--- src/rtl/dma_split_pkg.sv ---
package dma_split_pkg;
  localparam logic [1:0] ADR_CTRL = 2'd0;
  localparam logic [1:0] ADR_LEN  = 2'd1;
  localparam logic [1:0] ADR_SRC  = 2'd2;
  localparam logic [1:0] ADR_DST  = 2'd3;

  typedef struct packed {
    logic done;
    logic flush_busy;
    logic enable;
  } ch_stat_t;
endpackage

--- src/rtl/dma_stage_buf.sv ---
module dma_stage_buf #(
  parameter int DATA_W = 32,
  parameter int DEPTH  = 8,
  parameter int OCC_W  = 4
) (
  input  logic              clk_i,
  input  logic              rst_ni,
  input  logic              push_i,
  input  logic [DATA_W-1:0] data_i,
  input  logic              pop_i,
  output logic [DATA_W-1:0] head_o,
  output logic [OCC_W-1:0]  occ_o,
  output logic              full_o
);
  localparam int PTR_W = (DEPTH > 1) ? $clog2(DEPTH) : 1;
  localparam logic [PTR_W-1:0] LAST = PTR_W'(DEPTH - 1);

  logic [DATA_W-1:0] mem_q [DEPTH];
  logic [PTR_W-1:0]  wr_ptr_q, rd_ptr_q;
  logic [OCC_W-1:0]  occ_q;

  always_ff @(posedge clk_i) begin
    if (push_i) mem_q[wr_ptr_q] <= data_i;
  end

  always_ff @(posedge clk_i or negedge rst_ni) begin
    if (!rst_ni) begin
      wr_ptr_q <= '0;
      rd_ptr_q <= '0;
      occ_q    <= '0;
    end else begin
      if (push_i) wr_ptr_q <= (wr_ptr_q == LAST) ? '0 : wr_ptr_q + 1'b1;
      if (pop_i)  rd_ptr_q <= (rd_ptr_q == LAST) ? '0 : rd_ptr_q + 1'b1;
      case ({push_i, pop_i})
        2'b10:   occ_q <= occ_q + 1'b1;
        2'b01:   occ_q <= occ_q - 1'b1;
        default: occ_q <= occ_q;
      endcase
    end
  end

  assign head_o = mem_q[rd_ptr_q];
  assign occ_o  = occ_q;
  assign full_o = (occ_q == OCC_W'(DEPTH));
endmodule

--- src/rtl/dma_fetch_side.sv ---
module dma_fetch_side #(
  parameter int ADDR_W     = 32,
  parameter int CNT_W      = 16,
  parameter int XFER_SHIFT = 2
) (
  input  logic              clk_i,
  input  logic              rst_ni,
  input  logic              en_i,
  input  logic              full_i,
  input  logic              load_len_i,
  input  logic [CNT_W-1:0]  len_i,
  input  logic              load_base_i,
  input  logic [ADDR_W-1:0] base_i,
  input  logic              src_ready_i,
  output logic              src_valid_o,
  output logic [ADDR_W-1:0] src_addr_o,
  output logic [CNT_W-1:0]  cnt_o,
  output logic              push_o
);
  localparam logic [ADDR_W-1:0] STEP = ADDR_W'(1) << XFER_SHIFT;

  logic [CNT_W-1:0]  cnt_q;
  logic [ADDR_W-1:0] addr_q;

  assign src_valid_o = en_i && (cnt_q != '0) && !full_i;
  assign push_o      = src_valid_o && src_ready_i;

  always_ff @(posedge clk_i or negedge rst_ni) begin
    if (!rst_ni) begin
      cnt_q  <= '0;
      addr_q <= '0;
    end else begin
      if (load_len_i)  cnt_q <= len_i;
      else if (push_o) cnt_q <= cnt_q - 1'b1;
      if (load_base_i) addr_q <= base_i;
      else if (push_o) addr_q <= addr_q + STEP;
    end
  end

  assign src_addr_o = addr_q;
  assign cnt_o      = cnt_q;
endmodule

--- src/rtl/dma_deliver_side.sv ---
module dma_deliver_side #(
  parameter int ADDR_W     = 32,
  parameter int CNT_W      = 16,
  parameter int XFER_SHIFT = 2,
  parameter int BURST      = 4,
  parameter int OCC_W      = 4
) (
  input  logic              clk_i,
  input  logic              rst_ni,
  input  logic              en_i,
  input  logic              flush_i,
  input  logic              fetch_empty_i,
  input  logic [OCC_W-1:0]  occ_i,
  input  logic              load_len_i,
  input  logic [CNT_W-1:0]  len_i,
  input  logic              load_base_i,
  input  logic [ADDR_W-1:0] base_i,
  input  logic              snk_ready_i,
  output logic              snk_valid_o,
  output logic [ADDR_W-1:0] snk_addr_o,
  output logic              pop_o,
  output logic [CNT_W-1:0]  cnt_o,
  output logic              done_o,
  output logic              idle_o
);
  localparam int BEAT_W = $clog2(BURST + 1);
  localparam logic [OCC_W-1:0]  BURST_OCC = OCC_W'(BURST);
  localparam logic [ADDR_W-1:0] STEP      = ADDR_W'(1) << XFER_SHIFT;

  logic [BEAT_W-1:0] beat_q, beat_load;
  logic [CNT_W-1:0]  cnt_q;
  logic [ADDR_W-1:0] addr_q;
  logic              done_q, start;

  // a burst is committed only when full, on the final tail, or on flush
  always_comb begin
    start = (beat_q == '0) && (en_i || flush_i) && (occ_i != '0) &&
            ((occ_i >= BURST_OCC) || fetch_empty_i || flush_i);
    beat_load = (occ_i >= BURST_OCC) ? BEAT_W'(BURST) : BEAT_W'(occ_i);
  end

  assign snk_valid_o = (beat_q != '0);
  assign pop_o       = snk_valid_o && snk_ready_i;

  always_ff @(posedge clk_i or negedge rst_ni) begin
    if (!rst_ni) begin
      beat_q <= '0;
      cnt_q  <= '0;
      addr_q <= '0;
      done_q <= 1'b0;
    end else begin
      if (start)      beat_q <= beat_load;
      else if (pop_o) beat_q <= beat_q - 1'b1;
      if (load_len_i) begin
        cnt_q  <= len_i;
        done_q <= 1'b0;
      end else if (pop_o) begin
        cnt_q <= cnt_q - 1'b1;
        if (cnt_q == CNT_W'(1)) done_q <= 1'b1;
      end
      if (load_base_i) addr_q <= base_i;
      else if (pop_o)  addr_q <= addr_q + STEP;
    end
  end

  assign snk_addr_o = addr_q;
  assign cnt_o      = cnt_q;
  assign done_o     = done_q;
  assign idle_o     = (beat_q == '0);
endmodule

--- src/rtl/dma_split_chan.sv ---
module dma_split_chan
  import dma_split_pkg::*;
#(
  parameter int DATA_W     = 32,
  parameter int ADDR_W     = 32,
  parameter int CNT_W      = 16,
  parameter int XFER_SHIFT = 2,
  parameter int BURST      = 4,
  parameter int DEPTH      = 8
) (
  input  logic              clk_i,
  input  logic              rst_ni,
  input  logic              reg_we_i,
  input  logic [1:0]        reg_addr_i,
  input  logic [31:0]       reg_wdata_i,
  output logic [31:0]       reg_rdata_o,
  output logic              src_valid_o,
  output logic [ADDR_W-1:0] src_addr_o,
  input  logic              src_ready_i,
  input  logic [DATA_W-1:0] src_data_i,
  output logic              snk_valid_o,
  output logic [ADDR_W-1:0] snk_addr_o,
  output logic [DATA_W-1:0] snk_data_o,
  input  logic              snk_ready_i
);
  localparam int OCC_W = $clog2(DEPTH + 1);

  logic             en_q, flush_q;
  logic             wr_ctrl, wr_len, wr_src, wr_dst;
  logic             push, pop, full, deliver_idle, done;
  logic [OCC_W-1:0] occ;
  logic [CNT_W-1:0] rd_cnt, wr_cnt;
  ch_stat_t         stat;

  assign wr_ctrl = reg_we_i && (reg_addr_i == ADR_CTRL);
  assign wr_len  = reg_we_i && (reg_addr_i == ADR_LEN);
  assign wr_src  = reg_we_i && (reg_addr_i == ADR_SRC);
  assign wr_dst  = reg_we_i && (reg_addr_i == ADR_DST);

  always_ff @(posedge clk_i or negedge rst_ni) begin
    if (!rst_ni) begin
      en_q    <= 1'b0;
      flush_q <= 1'b0;
    end else begin
      if (wr_ctrl) en_q <= reg_wdata_i[0];
      if (wr_ctrl && en_q && !reg_wdata_i[0])
        flush_q <= 1'b1;
      else if (flush_q && (occ == '0) && deliver_idle)
        flush_q <= 1'b0;
    end
  end

  dma_stage_buf #(.DATA_W(DATA_W), .DEPTH(DEPTH), .OCC_W(OCC_W)) u_buf (
    .clk_i, .rst_ni,
    .push_i (push),
    .data_i (src_data_i),
    .pop_i  (pop),
    .head_o (snk_data_o),
    .occ_o  (occ),
    .full_o (full)
  );

  dma_fetch_side #(.ADDR_W(ADDR_W), .CNT_W(CNT_W), .XFER_SHIFT(XFER_SHIFT)) u_fetch (
    .clk_i, .rst_ni,
    .en_i        (en_q),
    .full_i      (full),
    .load_len_i  (wr_len),
    .len_i       (reg_wdata_i[CNT_W-1:0]),
    .load_base_i (wr_src),
    .base_i      (reg_wdata_i[ADDR_W-1:0]),
    .src_ready_i,
    .src_valid_o,
    .src_addr_o,
    .cnt_o       (rd_cnt),
    .push_o      (push)
  );

  dma_deliver_side #(.ADDR_W(ADDR_W), .CNT_W(CNT_W), .XFER_SHIFT(XFER_SHIFT),
                     .BURST(BURST), .OCC_W(OCC_W)) u_deliver (
    .clk_i, .rst_ni,
    .en_i          (en_q),
    .flush_i       (flush_q),
    .fetch_empty_i (rd_cnt == '0),
    .occ_i         (occ),
    .load_len_i    (wr_len),
    .len_i         (reg_wdata_i[CNT_W-1:0]),
    .load_base_i   (wr_dst),
    .base_i        (reg_wdata_i[ADDR_W-1:0]),
    .snk_ready_i,
    .snk_valid_o,
    .snk_addr_o,
    .pop_o         (pop),
    .cnt_o         (wr_cnt),
    .done_o        (done),
    .idle_o        (deliver_idle)
  );

  always_comb begin
    stat = '{done: done, flush_busy: flush_q, enable: en_q};
    unique case (reg_addr_i)
      ADR_CTRL: reg_rdata_o = {29'b0, stat};
      ADR_LEN:  reg_rdata_o = 32'(rd_cnt);
      ADR_SRC:  reg_rdata_o = 32'(wr_cnt);
      default:  reg_rdata_o = 32'(wr_cnt) << XFER_SHIFT;
    endcase
  end
endmodule

--- config.mk ---
export PLATFORM = sky130hd
export DESIGN_NAME = dma_split_chan
export DESIGN_NICKNAME = d
export VERILOG_FILES = /design/src/rtl/dma_split_pkg.sv /design/src/rtl/dma_stage_buf.sv /design/src/rtl/dma_fetch_side.sv /design/src/rtl/dma_deliver_side.sv /design/src/rtl/dma_split_chan.sv
export SDC_FILE = /design/constraint.sdc
export NUM_CORES = 1
export LEC_CHECK = 0
export ABC_AREA = 1
export BUFFER_PORTS_ARGS = -buffer_cell sky130_fd_sc_hd__buf_4
export CORE_MARGIN = 4
export CORE_UTILIZATION = 31
export CTS_CLUSTER_DIAMETER = 200
export DETAILED_ROUTE_END_ITERATION = 8
export PLACE_DENSITY = 0.53
export SLEW_MARGIN = 25
export SYNTH_ARGS = -nofsm -noshare
export SYNTH_HDL_FRONTEND = slang
export SYNTH_SLANG_ARGS = --single-unit
export TNS_END_PERCENT = 10
--- constraint.sdc ---
create_clock -name clk_i -period 9.2 [get_ports clk_i]
set_clock_uncertainty 0.05 [all_clocks]
set_input_delay 1.38 -clock clk_i [delete_from_list [all_inputs] [get_ports clk_i]]
set_output_delay 1.38 -clock clk_i [all_outputs]
set_load 0.05 [all_outputs]
==> results.md <==
- Critical path class: flop to output port
- Min Hold Slack: 0.449 ns
- Area after DPL: 0.0201 mm2
- Max Slew Vio Count: 0
- HP Class: flop to flop
- CTS H-tree depth: 2
- Leak: 8.80 nW
- Peak supply drop: 0.000229 V
- Min cycle time layout: 4.70 ns
- Layout Nets: 2,246
- Library cells used by synthesis: 41
- Total CTS buffers: 44
- Pin count of the biggest net entering global routing: 109
- Cells after synthesis: 1,995
- Synth area leader: edfxtp_1
- Max-cap violations: 0
- Setup crit end kind: output port
- Share of layout cells above drive strength 1: 0.142
- Port-buffer cells: 186
- Via count: 14.4k
- Main synth FF type: edfxtp_1
- TritonRoute pass-1 iters: 5
- Detail Route Antenna Nets: 0
- Synth area leaders: edfxtp_1 43%, dfrtp_1 16%, nand2_1 12%
- Die Y: 249 um
- Post-synthesis register bit count: 368
- Outcome: finished, final reports clean
- Tcrit/Tclk final: 0.511
- Slew HR: 0.359
- Worst slew pin tran: 0.961 ns
- Yosys warning count: 0
- Cells after DPL: 2,880
- Req. time, crit path: 7.77 ns
- I/O pin count: 201
- Chip width: 249 um
- Vias in the first global route: 14.3k
- CP max FO: 70
- Post-Route Utilization: 0.375
- Syn Area/Cell: 9.04 um2
- # setup viols final: 0
- Fillers: 5,848
- Post-synth ARST share: 0.304
- Most frequent cells in the layout: 588 x nand2_1, 338 x nor2_1, 256 x edfxtp_1
- Crit start category: flop
- Die area: 0.0621 mm2
- R2r worst-path depth: 10
- Overflow after GRT: 0
- EDFF count, synth: 256
- GPL Wtd Cong: 0.891
- Postcts setup bufs: 0
- Reg2Reg Setup Slack: 6.03 ns
- Vias per cell: 4.87
- Detailed Place HPWL: 35.0 mm
- Worst-path clk slew: 0.06 ns
- Post-synth top area share: 0.426
- All-Layer GR Usage: 0.168
- Initial core utilization: 0.313
- CTS Hold Bufs: 0
- Sequential area share after synthesis: 0.582
- Final Hold Vio Count: 0
- Resize count post-CTS: 0
- CTS Sinks: 368
- Initial antenna violation count: 1
- Row cnt: 88
- Most common cell after layout, fill and taps aside: nand2_1
- Critical path data arrival time: 3.27 ns
- Fmax: 0.213 GHz
- Dpl ws: 5.00 ns
- Core box area: 0.0577 mm2
- CTS tree: yes
- DRC viols: 0
- Detailed Route WL: 54.1 mm
- Non-filler cells, final: 2,961
- P per Cell Area: 347 mW/mm2
- Post-route design area: 0.0216 mm2
- Longest Clk Path Bufs: 3
- Hold Crit Depth: 2
- Worst-Skew Late Latency: 0.57 ns
- DR WL/cell: 18.3 um
- First-pass GRT wire length: 83.2 mm
- RSZ-0062 raised after global routing: false
- Worst setup margin: 4.50 ns
- CTS root buf: clkbuf_16
- Final Power: 7.52 mW
- Area Overhead vs Synth: 20.0%
- Initial detailed-routing violation count: 739
- Synth Cell Area: 0.0180 mm2
- Post-route setup TNS: 0 ns
## state kept, by name, summed over array words and instances (netlist names)
signal and flops:
u_deliver.cnt_o 16, u_deliver.beat_q 3, u_deliver.snk_addr_o 32, u_fetch.src_addr_o 32, flush_q 1, u_buf.mem_q 256, en_q 1, u_deliver.done_o 1
u_buf.occ_o 4, u_buf.rd_ptr_q 3, u_fetch.cnt_o 16, u_buf.wr_ptr_q 3
## path summary, 6_finish.rpt
path | to | start
setup / recovery | snk_data_o[0] | u_buf.rd_ptr_q[0]
hold / removal | u_deliver.snk_addr_o[1] | u_deliver.snk_addr_o[1]
setup reg to reg | u_buf.mem_q[6][31] | u_fetch.cnt_o[0]
hold reg to reg | u_deliver.snk_addr_o[1] | u_deliver.snk_addr_o[1]
max in group asynchronous | u_deliver.beat_q[2] | rst_ni
min in group asynchronous | u_deliver.snk_addr_o[17] | rst_ni
## cell type report
class                      instances  area [um2]  share of cell area
timing repair buffer             201        1520              0.0701
clock buffer                      51        1160              0.0535
tap                              765         957              0.0442
sequential                       368       10500               0.485
clock inverter                    29         325              0.0150
antenna                            1        2.50            0.000116
inverter                         145         547              0.0253
multi-input combinational       1401        6640               0.307
## synth_stat cells (5+ instances only)
library cell	n
edfxtp_1	256
buf_2	26
nand2_2	9
inv_1	136
nand3b_1	14
inv_2	9
nand4_1	12
o211ai_1	9
xor2_1	30
nor2_1	346
o21bai_1	5
nand3_1	84
o21ai_0	125
dfrtp_1	112
clkbuf_1	41
ha_1	14
o32ai_1	64
buf_1	6
o21ai_1	6
a21oi_1	9
xnor2_1	9
nand2_1	588
nor2_2	5
nor3_1	17
buf_4	18
o221ai_1	24
## power by group
group | switching (mW) | leakage [nW] | internal (mW)
Clock | 0.712 | 0.722 | 1.08
Combinational | 2.35 | 4.36 | 0.962
Sequential | 0.359 | 3.72 | 2.06
## critical path, stage by stage (launching register included)
cell and delay [ns]:
dfrtp_4 0.64, inv_4 0.60, buf_4 0.63, nor2_1 0.09
o32ai_1 0.23, nand2_1 0.07, nand2_1 0.13, buf_4 0.21
## logic make-up after synthesis
| group | count (synthesis) | share of synthesized area |
|---|---|---|
| and+or+nand+nor | 1087 | 0.244 |
| DFF | 368 | 0.582 |
| AOI/OAI and AO/OA | 247 | 0.0896 |
| buffers and inverters | 239 | 0.0562 |
| xor gates and xnor gates | 39 | 0.0189 |
| adders and majority gates | 14 | 0.00971 |
| other | 1 | 0.000208 |
## routing by layer
layer	global-route usage	part of all wire	vias to the layer above
li1	-	-	6992
met1	0.218	0.43	6922
met2	0.279	0.47	418
met3	0.0429	0.071	89
met4	0.0485	0.028	0
met5	0	0	-
No activity file was read; power rests on OpenSTA's default activity.
